==> src/rtl/npx_pkg.sv <==
package npx_pkg;
  localparam int NIB_W = 4;

  typedef enum logic [1:0] {
    OPC_READ  = 2'b00,
    OPC_WRITE = 2'b01,
    OPC_SPARE2 = 2'b10,
    OPC_SPARE3 = 2'b11
  } opc_e;

  typedef enum logic [1:0] {
    ST_IDLE = 2'b00,
    ST_RD   = 2'b01,
    ST_WR   = 2'b10,
    ST_HOLD = 2'b11
  } npx_st_e;
endpackage

==> src/rtl/npx_sync.sv <==
module npx_sync #(
  parameter int       W       = 1,
  parameter int       STAGES  = 2,
  parameter logic [W-1:0] RST_VAL = '0
) (
  input  logic         clk,
  input  logic         rst_n,
  input  logic [W-1:0] d_async,
  output logic [W-1:0] q_sync
);
  logic [W-1:0] chain_q [STAGES];
  logic [W-1:0] chain_d [STAGES];

  always_comb begin
    chain_d[0] = d_async;
    for (int s = 1; s < STAGES; s++) chain_d[s] = chain_q[s-1];
  end

  generate
    for (genvar s = 0; s < STAGES; s++) begin : g_stage
      always_ff @(posedge clk or negedge rst_n) begin
        if (!rst_n) chain_q[s] <= RST_VAL;
        else        chain_q[s] <= chain_d[s];
      end
    end
  endgenerate

  assign q_sync = chain_q[STAGES-1];
endmodule

==> src/rtl/npx_ctrl.sv <==
module npx_ctrl
  import npx_pkg::*;
#(
  parameter int NPORT = 4,
  localparam int IW   = $clog2(NPORT)
) (
  input  logic          clk,
  input  logic          rst_n,
  input  logic          prog_s,
  input  logic          cs_s,
  input  logic [NIB_W-1:0] bus_in,
  output logic          rd_go,
  output logic          wr_go,
  output logic [IW-1:0] sel_idx,
  output logic          rd_active
);
  npx_st_e      st_q, st_d;
  logic [IW-1:0] idx_q, idx_d;
  logic          prog_q;
  logic          fall, rise;
  opc_e          opc;

  assign fall = prog_q & ~prog_s;
  assign rise = ~prog_q & prog_s;
  assign opc  = opc_e'(bus_in[NIB_W-1:NIB_W-2]);

  always_comb begin
    st_d  = st_q;
    idx_d = idx_q;
    rd_go = 1'b0;
    wr_go = 1'b0;
    unique case (st_q)
      ST_IDLE: begin
        if (fall && !cs_s) begin
          idx_d = bus_in[IW-1:0];
          unique case (opc)
            OPC_READ:  begin st_d = ST_RD; rd_go = 1'b1; end
            OPC_WRITE: st_d = ST_WR;
            default:   st_d = ST_HOLD;
          endcase
        end
      end
      ST_RD:   if (rise || cs_s) st_d = ST_IDLE;
      ST_WR: begin
        if (cs_s) st_d = ST_IDLE;
        else if (rise) begin
          wr_go = 1'b1;
          st_d  = ST_IDLE;
        end
      end
      ST_HOLD: if (rise || cs_s) st_d = ST_IDLE;
      default: st_d = ST_IDLE;
    endcase
  end

  always_ff @(posedge clk or negedge rst_n) begin
    if (!rst_n) begin
      st_q   <= ST_IDLE;
      idx_q  <= '0;
      prog_q <= 1'b1;
    end else begin
      st_q   <= st_d;
      idx_q  <= idx_d;
      prog_q <= prog_s;
    end
  end

  assign sel_idx   = rd_go ? bus_in[IW-1:0] : idx_q;
  assign rd_active = (st_q == ST_RD);

  // spare opcodes: the holding state never issues a port update
  p_hold_is_inert_r8: assert property (@(posedge clk) disable iff (!rst_n)
    (st_q == ST_HOLD) |-> (!rd_go && !wr_go));
endmodule

==> src/rtl/npx_port_bank.sv <==
module npx_port_bank
  import npx_pkg::*;
#(
  parameter int NPORT = 4,
  localparam int IW   = $clog2(NPORT),
  localparam int PW   = NPORT * NIB_W
) (
  input  logic             clk,
  input  logic             rst_n,
  input  logic             rd_go,
  input  logic             wr_go,
  input  logic [IW-1:0]    sel_idx,
  input  logic [NIB_W-1:0] wdata,
  output logic [PW-1:0]    port_out,
  output logic [NPORT-1:0] port_dir
);
  generate
    for (genvar g = 0; g < NPORT; g++) begin : g_port
      logic             hit;
      logic             val_en, dir_en;
      logic [NIB_W-1:0] val_q;
      logic             dir_q, dir_d;

      assign hit    = (sel_idx == IW'(g));
      assign val_en = wr_go & hit;
      assign dir_en = (wr_go | rd_go) & hit;
      assign dir_d  = wr_go;

      always_ff @(posedge clk or negedge rst_n) begin
        if (!rst_n)      val_q <= '0;
        else if (val_en) val_q <= wdata;
      end

      always_ff @(posedge clk or negedge rst_n) begin
        if (!rst_n)      dir_q <= 1'b0;
        else if (dir_en) dir_q <= dir_d;
      end

      assign port_out[g*NIB_W +: NIB_W] = val_q;
      assign port_dir[g]                = dir_q;
    end
  endgenerate

  // only one port can change direction per clock
  p_one_port_moves_r2: assert property (@(posedge clk) disable iff (!rst_n)
    $countones(port_dir ^ $past(port_dir)) <= 1);

  // output values only move after a committed write
  p_out_needs_write_r3: assert property (@(posedge clk) disable iff (!rst_n)
    !$stable(port_out) |-> $past(wr_go));
endmodule

==> src/rtl/nibble_port_expander.sv <==
module nibble_port_expander
  import npx_pkg::*;
#(
  parameter int NPORT = 4,
  localparam int IW   = $clog2(NPORT),
  localparam int PW   = NPORT * NIB_W
) (
  input  logic             clk,
  input  logic             rst_n,
  input  logic             cs_n,
  input  logic             prog,
  input  logic [NIB_W-1:0] bus_in,
  output logic [NIB_W-1:0] bus_out,
  output logic             bus_oe,
  input  logic [PW-1:0]    port_in,
  output logic [PW-1:0]    port_out,
  output logic [NPORT-1:0] port_dir
);
  logic             rst_sn;
  logic [1:0]       strobe_s;
  logic             prog_s, cs_s;
  logic             rd_go, wr_go, rd_active;
  logic [IW-1:0]    sel_idx;
  logic [NIB_W-1:0] rd_nib;

  // reset: asserted at once, released on a clock edge
  npx_sync #(.W(1), .STAGES(2), .RST_VAL(1'b0)) u_rst_sync (
    .clk(clk), .rst_n(rst_n), .d_async(1'b1), .q_sync(rst_sn));

  npx_sync #(.W(2), .STAGES(2), .RST_VAL(2'b11)) u_strobe_sync (
    .clk(clk), .rst_n(rst_sn), .d_async({prog, cs_n}), .q_sync(strobe_s));

  assign prog_s = strobe_s[1];
  assign cs_s   = strobe_s[0];

  npx_ctrl #(.NPORT(NPORT)) u_ctrl (
    .clk(clk), .rst_n(rst_sn), .prog_s(prog_s), .cs_s(cs_s), .bus_in(bus_in),
    .rd_go(rd_go), .wr_go(wr_go), .sel_idx(sel_idx), .rd_active(rd_active));

  npx_port_bank #(.NPORT(NPORT)) u_bank (
    .clk(clk), .rst_n(rst_sn), .rd_go(rd_go), .wr_go(wr_go), .sel_idx(sel_idx),
    .wdata(bus_in), .port_out(port_out), .port_dir(port_dir));

  always_comb begin
    rd_nib = '0;
    for (int k = 0; k < NPORT; k++)
      if (sel_idx == IW'(k)) rd_nib = port_in[k*NIB_W +: NIB_W];
  end

  // raw pins gate the enable so the bus is released without waiting a clock
  assign bus_oe  = rd_active & ~prog & ~cs_n & rst_sn;
  assign bus_out = bus_oe ? rd_nib : '0;

  // a port being read back has already been turned to input
  p_rd_port_is_input_r5: assert property (@(posedge clk) disable iff (!rst_sn)
    rd_active |-> !port_dir[sel_idx]);

  // no direction change unless the block was selected one clock earlier
  p_dir_needs_select_r7: assert property (@(posedge clk) disable iff (!rst_sn)
    !$stable(port_dir) |-> !$past(cs_s));
endmodule

==> config.mk <==
export PLATFORM = sky130hd
export DESIGN_NAME = nibble_port_expander
export DESIGN_NICKNAME = d
export VERILOG_FILES = /design/src/rtl/npx_pkg.sv /design/src/rtl/npx_sync.sv /design/src/rtl/npx_ctrl.sv /design/src/rtl/npx_port_bank.sv /design/src/rtl/nibble_port_expander.sv
export SDC_FILE = /design/constraint.sdc
export NUM_CORES = 1
export LEC_CHECK = 0
export BUFFER_PORTS_ARGS = -buffer_cell sky130_fd_sc_hd__buf_2
export CAP_MARGIN = 15
export CORE_MARGIN = 8
export CORE_UTILIZATION = 25
export CTS_CLUSTER_SIZE = 12
export DETAILED_ROUTE_END_ITERATION = 7
export HOLD_SLACK_MARGIN = 0.1
export PLACE_DENSITY = 0.5
export RECOVER_POWER = 50
export SLEW_MARGIN = 5
export SYNTH_ARGS = -nofsm -noshare
export SYNTH_HDL_FRONTEND = slang
export SYNTH_HIERARCHICAL = 1
export SYNTH_SLANG_ARGS = --single-unit
==> constraint.sdc <==
create_clock -name clk -period 2.5 [get_ports clk]
set_input_delay 0.375 -clock clk [delete_from_list [all_inputs] [get_ports clk]]
set_output_delay 0.375 -clock clk [all_outputs]
set_load 0.01 [all_outputs]
### Yosys cells after proc, flatten, opt, wreduce, memory -nomap -nowiden

Cells that the tools add are included.

* equal/unequal tests: 10
* multiplexer cells: 18
* bitwise gates (word level): 18
* reduce and logical (&&, ||, !) cells: 9

Operators by type and width (number)
* 2-to-1 mux 4 bit: 5
* AND 1 bit: 13
* 2-to-1 mux 2 bit: 5
* equality test 2 bit, second input constant: 4
* equality test 2 x 1 -> 1 bit, second input constant: 3
* logical NOT 2 bit: 3
* 2-to-1 mux 1 bit: 6
* one-hot mux 2 bit (3 select lines): 1
* inequality test 2 x 1 -> 1 bit, second input constant: 2
* NOT 1 bit: 4
* one-hot mux 2 bit (2 select lines): 1
* inequality test 3 x 2 -> 1 bit, second input constant: 1
* AND reduction 3 bit: 1
* AND reduction 2 bit: 1
* OR reduction 2 bit: 1
* logical AND 1 bit: 1
* logical NOT 1 bit: 1
* logical OR 1 bit: 1
* OR 1 bit: 1

* flip-flop bits (word level): 31
* input port bits: 24
* output and inout port bits: 25
* word-level logic and storage cells: 70

### Logic depth before layout (Yosys ltp)

* word-level depth: 12
* gate-level depth with buffers: 5
* depth with buffers taken out: 5

### By module

Netlist, hierarchy kept.

By module, submodules not included
* npx_port_bank: instances 1, cells each 55, area an instance 819.5 um^2, seq. area each 500.5 um^2
* npx_ctrl: instances 1, cells each 23, area an instance 265.3 um^2, seq. area each 126.4 um^2
* nibble_port_expander: instances 1, cells each 10, area an instance 146.4 um^2, seq. area each 0.0 um^2
* npx_sync (u_strobe_sync): instances 1, cells each 4, area an instance 105.1 um^2, seq. area each 105.1 um^2
* npx_sync (u_rst_sync): instances 1, cells each 2, area an instance 50.0 um^2, seq. area each 50.0 um^2

### Worst setup path after synthesis

Ideal clock, no wire load.

* kind: register to output
* start point: register u_strobe_sync.chain_q (netlist bit u_strobe_sync/q_sync[0])
* end point: output port bus_out[0]
* arrival: 1.892 ns
* required time: 2.125 ns
* setup slack: 0.233 ns
* stages on the path, launching flop included: 6
* buffers on the path: 0
* cells stage by stage: dfstp_2 > and2b_2 > nand3_1 > mux2_2 > mux4_1 > and2_1

* longest elaborated chain between the ends: 11
* elaborated cells on any way between the ends: 14
* classes of those cells: 3 x eq/ne; 8 x mux; 3 x reduce/logical

Ends and longest elaborated chain
* from (decl): RTL line npx_sync.sv:11 `logic [W-1:0] chain_q [STAGES];`
* from (signal, indexed assignment): RTL line npx_sync.sv:23 `else chain_q[s] <= chain_d[s];`
* logical NOT 1 bit *: RTL line npx_ctrl.sv:34 `if (fall && !cs_s) begin`
* logical AND 1 bit *: RTL line npx_ctrl.sv:34
* 2-to-1 mux 1 bit *: RTL line npx_ctrl.sv:34
* 2-to-1 mux 1 bit *: RTL line npx_ctrl.sv:32 `unique case (st_q)`
* 2-to-1 mux 2 bit *: RTL line npx_ctrl.sv:68 `assign sel_idx = rd_go ? bus_in[IW-1:0] : idx_q;`
* named net sel_idx[0]: RTL line nibble_port_expander.sv:23 `logic [IW-1:0] sel_idx;`
* logical NOT 2 bit: RTL line nibble_port_expander.sv:47 `if (sel_idx == IW'(k)) rd_nib = port_in[k*NIB_W +: NIB_W];`
* 2-to-1 mux 4 bit (3 in a row): RTL line nibble_port_expander.sv:47
* 2-to-1 mux 4 bit *: RTL line nibble_port_expander.sv:47
* 2-to-1 mux 4 bit *: RTL line nibble_port_expander.sv:52 `assign bus_out = bus_oe ? rd_nib : '0;`
* to (decl): RTL line nibble_port_expander.sv:13 `output logic [NIB_W-1:0] bus_out,`

The timed path passes the listed nets; every way through them passes the cells marked *.

### Worst setup path after layout

* start point: register u_strobe_sync.chain_q (netlist bit u_strobe_sync/q_sync[0])
* end point: output port bus_out[3]

Same word-level chain as after synthesis.

==> impl_metrics.py <==
metrics = {
    "layout": {
        "drive_gt1_share_pct": 60.4,
        "final_cell_count_no_fill": 226,
        "nets": 177,
        "stdcell_area_sq_um": 1830,
        "antenna_cells": 0,
        "syn2layout_area_growth_pct": 31.9,
        "seqCellArea_sq_um": 782,
        "num-fill-cells": 577,
        "multi_input_area_sq_um": 558,
    },
    "yosys": {
        "syn_avg_cell_area_sq_um": 14.7,
        "synth_edf_count": 0,
        "ys_ff_latch": 31,
        "synthArstFlopShare_pct": 100,
        "netlist_area_sq_um": 1390,
        "syn_inst": 94,
        "yosysUniqueCellTypes": 26,
        "synthFlopType": "dfrtp_1",
        "ys_warn_count": 6,
        "ys_seq_area_share_pct": 56.4,
        "synth_nets": 118,
    },
    "floorplan": {
        "fp.dieArea_sq_um": 8180,
        "std_cell_rows": 27,
        "coreArea_sq_um": 5440,
        "die_x_microns": 90.5,
        "die_y_microns": 90.5,
        "ios": 49,
        "start_util_pct": 25.5,
    },
    "global_route": {
        "gr-usage-all-layers_pct": 9.07,
        "grt_pass1_wl_microns": 5810,
        "grt_pass1_vias": 1096,
        "overflow": 0,
        "antenna_found_initial": 0,
        "grt_max_degree": 30,
    },
    "cts": {
        "clock-root-buffer": "clkbuf_8",
        "clk-insertion-delay-late_ns": 0.28,
        "cts.clk_slew.worst_paths_ns": 0.06,
        "htreeDepth": 2,
        "cts_buffers": 5,
        "clock-sinks": 31,
        "cts_tree": "yes",
        "clock_path_buffers": 2,
    },
    "power": {
        "internal-power_mw": 0.923,
        "power_density_nw_per_um2": 696,
        "p_sw_share_pct": 27.5,
        "p_leak_nw": 0.919,
        "p_seq_share_pct": 48.1,
        "combPwrFrac_pct": 23.1,
        "p_sw_mw": 0.350,
        "ir_worst_vdd_mv": 0.283,
        "power_frac_clock_pct": 28.8,
    },
    "placed_design": {
        "placedCellCount": 214,
        "postPlaceCellArea_sq_um": 1720,
        "place_congestion": 0.895,
        "dpl.hpwl_microns": 2760,
        "pre_cts_slack_ns": 0.0838,
        "port_buffers": 48,
    },
    "outcome": {
        "violations": "capacitance limit, slew limit, setup timing",
        "outcome": "complete, but fails checks",
    },
    "critical_path": {
        "path_cells": "and2b_2 -> nand3_2 -> mux2_4 -> mux4_2 -> and2_4 -> buf_6",
        "critPathArrivalTime_ns": 2.18,
        "regToRegSetupSlack_ns": 0.31,
        "worstReg2RegEnd": "u_bank/g_port[0].val_q[3]$_DFFE_PN0P_",
        "cp_max_fo": 5,
        "startpoint": "u_strobe_sync/q_sync[0]$_DFF_PN1_",
        "crit_required_ns": 2.12,
        "r2r_start": "u_strobe_sync/q_sync[0]$_DFF_PN1_",
        "crit_slowest_cell": "dfstp_2",
        "cp-end-kind": "output pin",
        "path_class": "flip-flop to output pin",
        "critPathMaxStageDelay_ns": 0.54,
        "cp.buffers_inverters": 1,
        "crit_path_start_kind": "flip-flop",
        "cp.depth": 6,
        "r2r_cells": 6,
        "cp-endpoint": "bus_out[3]",
        "critPathTopFamily": "multiplexers",
    },
    "drt": {
        "vias": 956,
        "drc_errors": 0,
        "drt_iter0_drc": 31,
        "ant_nets": 0,
        "first_pass_iters": 3,
        "routedWlPerCell_microns": 15.8,
        "wirelength_microns": 3570,
        "viasPerCell": 4.23,
    },
    "timing": {
        "max_freq_mhz": 392,
        "fin_crit_sh_pct": 102,
        "drv_slew": 30,
        "worst_slack_ns": -0.0537,
        "setup_violations": 4,
        "fin_tns_setup_ns": -0.181,
        "grt_setup_unrepaired": "yes",
        "slew_headroom_pct": -1.46,
        "fin_skew_ns": 0.00578,
        "hold_viol_final": 0,
        "period_minus_slack_ns": 2.55,
        "hold_ws_ns": 0.208,
        "worstMarginPinSlew_ns": 1.52,
    },
    "run": {
        "cap_violations": 1,
    },
    "hold_path": {
        "holdCritPathClass": "input pin to flip-flop",
    },
}
power groups by stage:
stage | clock [mW] | combinational (mW) | sequential [mW]
2_1_floorplan | 0 | 0.168 | 0.637
3_3_place_gp | 0 | 0.276 | 0.620
3_5_place_dp | 0 | 0.286 | 0.621
4_1_cts | 0.382 | 0.302 | 0.614
5_1_grt | 0.410 | 0.323 | 0.623
6_report | 0.367 | 0.294 | 0.613
state kept, by name, indices dropped and copies added (netlist names):
name	cells
u_bank/g_port.dir_q	4
u_bank/g_port.val_q	16
u_ctrl/idx_q	2
u_ctrl/prog_q	1
u_ctrl/st_q	2
u_rst_sync/chain_d	1
u_rst_sync/q_sync	1
u_strobe_sync/chain_d	2
u_strobe_sync/q_sync	2
cell usage after synthesis, types with 2 or more instances:
| library cell | instances | area [sq um] |
|---|---|---|
| inv_1 | 4 | 15.0 |
| nor2b_1 | 2 | 12.5 |
| nand3_1 | 2 | 10.0 |
| mux2_2 | 20 | 225 |
| o21ai_0 | 3 | 15.0 |
| nand3b_1 | 2 | 15.0 |
| dfstp_2 | 5 | 131 |
| nor2_1 | 2 | 7.51 |
| dfrtp_1 | 26 | 651 |
| and2_1 | 4 | 25.0 |
| mux4_1 | 4 | 105 |
| and3b_2 | 2 | 20.0 |
| and3_2 | 2 | 15.0 |
| buf_4 | 4 | 30.0 |
kinds of logic after synthesis:
| kind of cell | Yosys count | synth area share, % |
|---|---|---|
| AO/OA/AOI/OAI | 6 | 2.71 |
| multiplexers | 24 | 23.8 |
| other | 1 | 0.270 |
| buffers and inverters | 8 | 3.25 |
| AND/OR/NAND/NOR | 24 | 13.5 |
| flip-flops | 31 | 56.4 |
cells in the final DEF (no fill, tap or decap), types with 2 or more instances in the layout:
cell type  instances
mux2_2            19
clkbuf_1          10
inv_1              4
nand3b_1           2
nor2_1             2
buf_2             40
buf_6              2
and2_1             2
and3_2             2
o21ai_0            3
and3b_2            2
and2_4             2
dfrtp_1           26
nor2b_1            2
mux4_2             4
dfstp_2            5
buf_4              6
clkbuf_8           5
how the worst min path moves through the flow:
stage / cells after the start / startpoint / slack, ns / to
4_1_cts: 1 / prog / 0.20 / u_strobe_sync/chain_d[1]$_DFF_PN1_
6_report: 1 / prog / 0.21 / u_strobe_sync/chain_d[1]$_DFF_PN1_
2_1_floorplan: 0 / rst_n / 0.08 / u_rst_sync/chain_d[0]$_DFF_PN0_
3_5_place_dp: 1 / rst_n / 0.16 / u_rst_sync/chain_d[0]$_DFF_PN0_
3_3_place_gp: 1 / rst_n / 0.16 / u_rst_sync/chain_d[0]$_DFF_PN0_
5_1_grt: 1 / prog / 0.19 / u_strobe_sync/chain_d[1]$_DFF_PN1_
final cells by class:
class / count / share of cell area (%)
sequential: 31 / 42.7
multi-input combinational: 55 / 30.5
timing repair buffer: 56 / 16.6
tap: 72 / 4.92
clock buffer: 8 / 4.38
inverter: 4 / 0.821
worst register-to-register path, cell delays in order, from the launching register on:
cell and delay (ns):
dfstp_2 0.54, and2b_2 0.23, nand3_2 0.08, mux2_4 0.35
buf_4 0.18, nor3b_4 0.33, mux2_2 0.38
per-stage QoR:
step / util [%] / total power [mW]
CTS: 33.4 / 1.30
global route: 33.6 / 1.36
finish: 33.6 / 1.27
global placement: 31.6 / 0.896
floorplan: - / 0.806
detailed placement: 31.6 / 0.907
metal layers:
layer	wire length, microns	track usage, %	up-vias
met3	253	4.99	0
met4	0	3.47	0
met2	1640	13.7	45
met1	1670	10.5	465
li1	-	-	446
met5	0	0	-
what timing repair did:
| action | CTS | global route |
|---|---|---|
| hold buffers | 1 | 0 |
| gates resized for setup | 6 | 4 |
| pin swaps | 4 | 0 |
| setup buffers | 2 | 1 |
| gates cloned | 0 | 0 |
| setup endpoints to repair | 4 | 4 |
| endpoints found under the hold margin | 2 | 0 |
No activity file was read; power rests on OpenSTA's default activity.
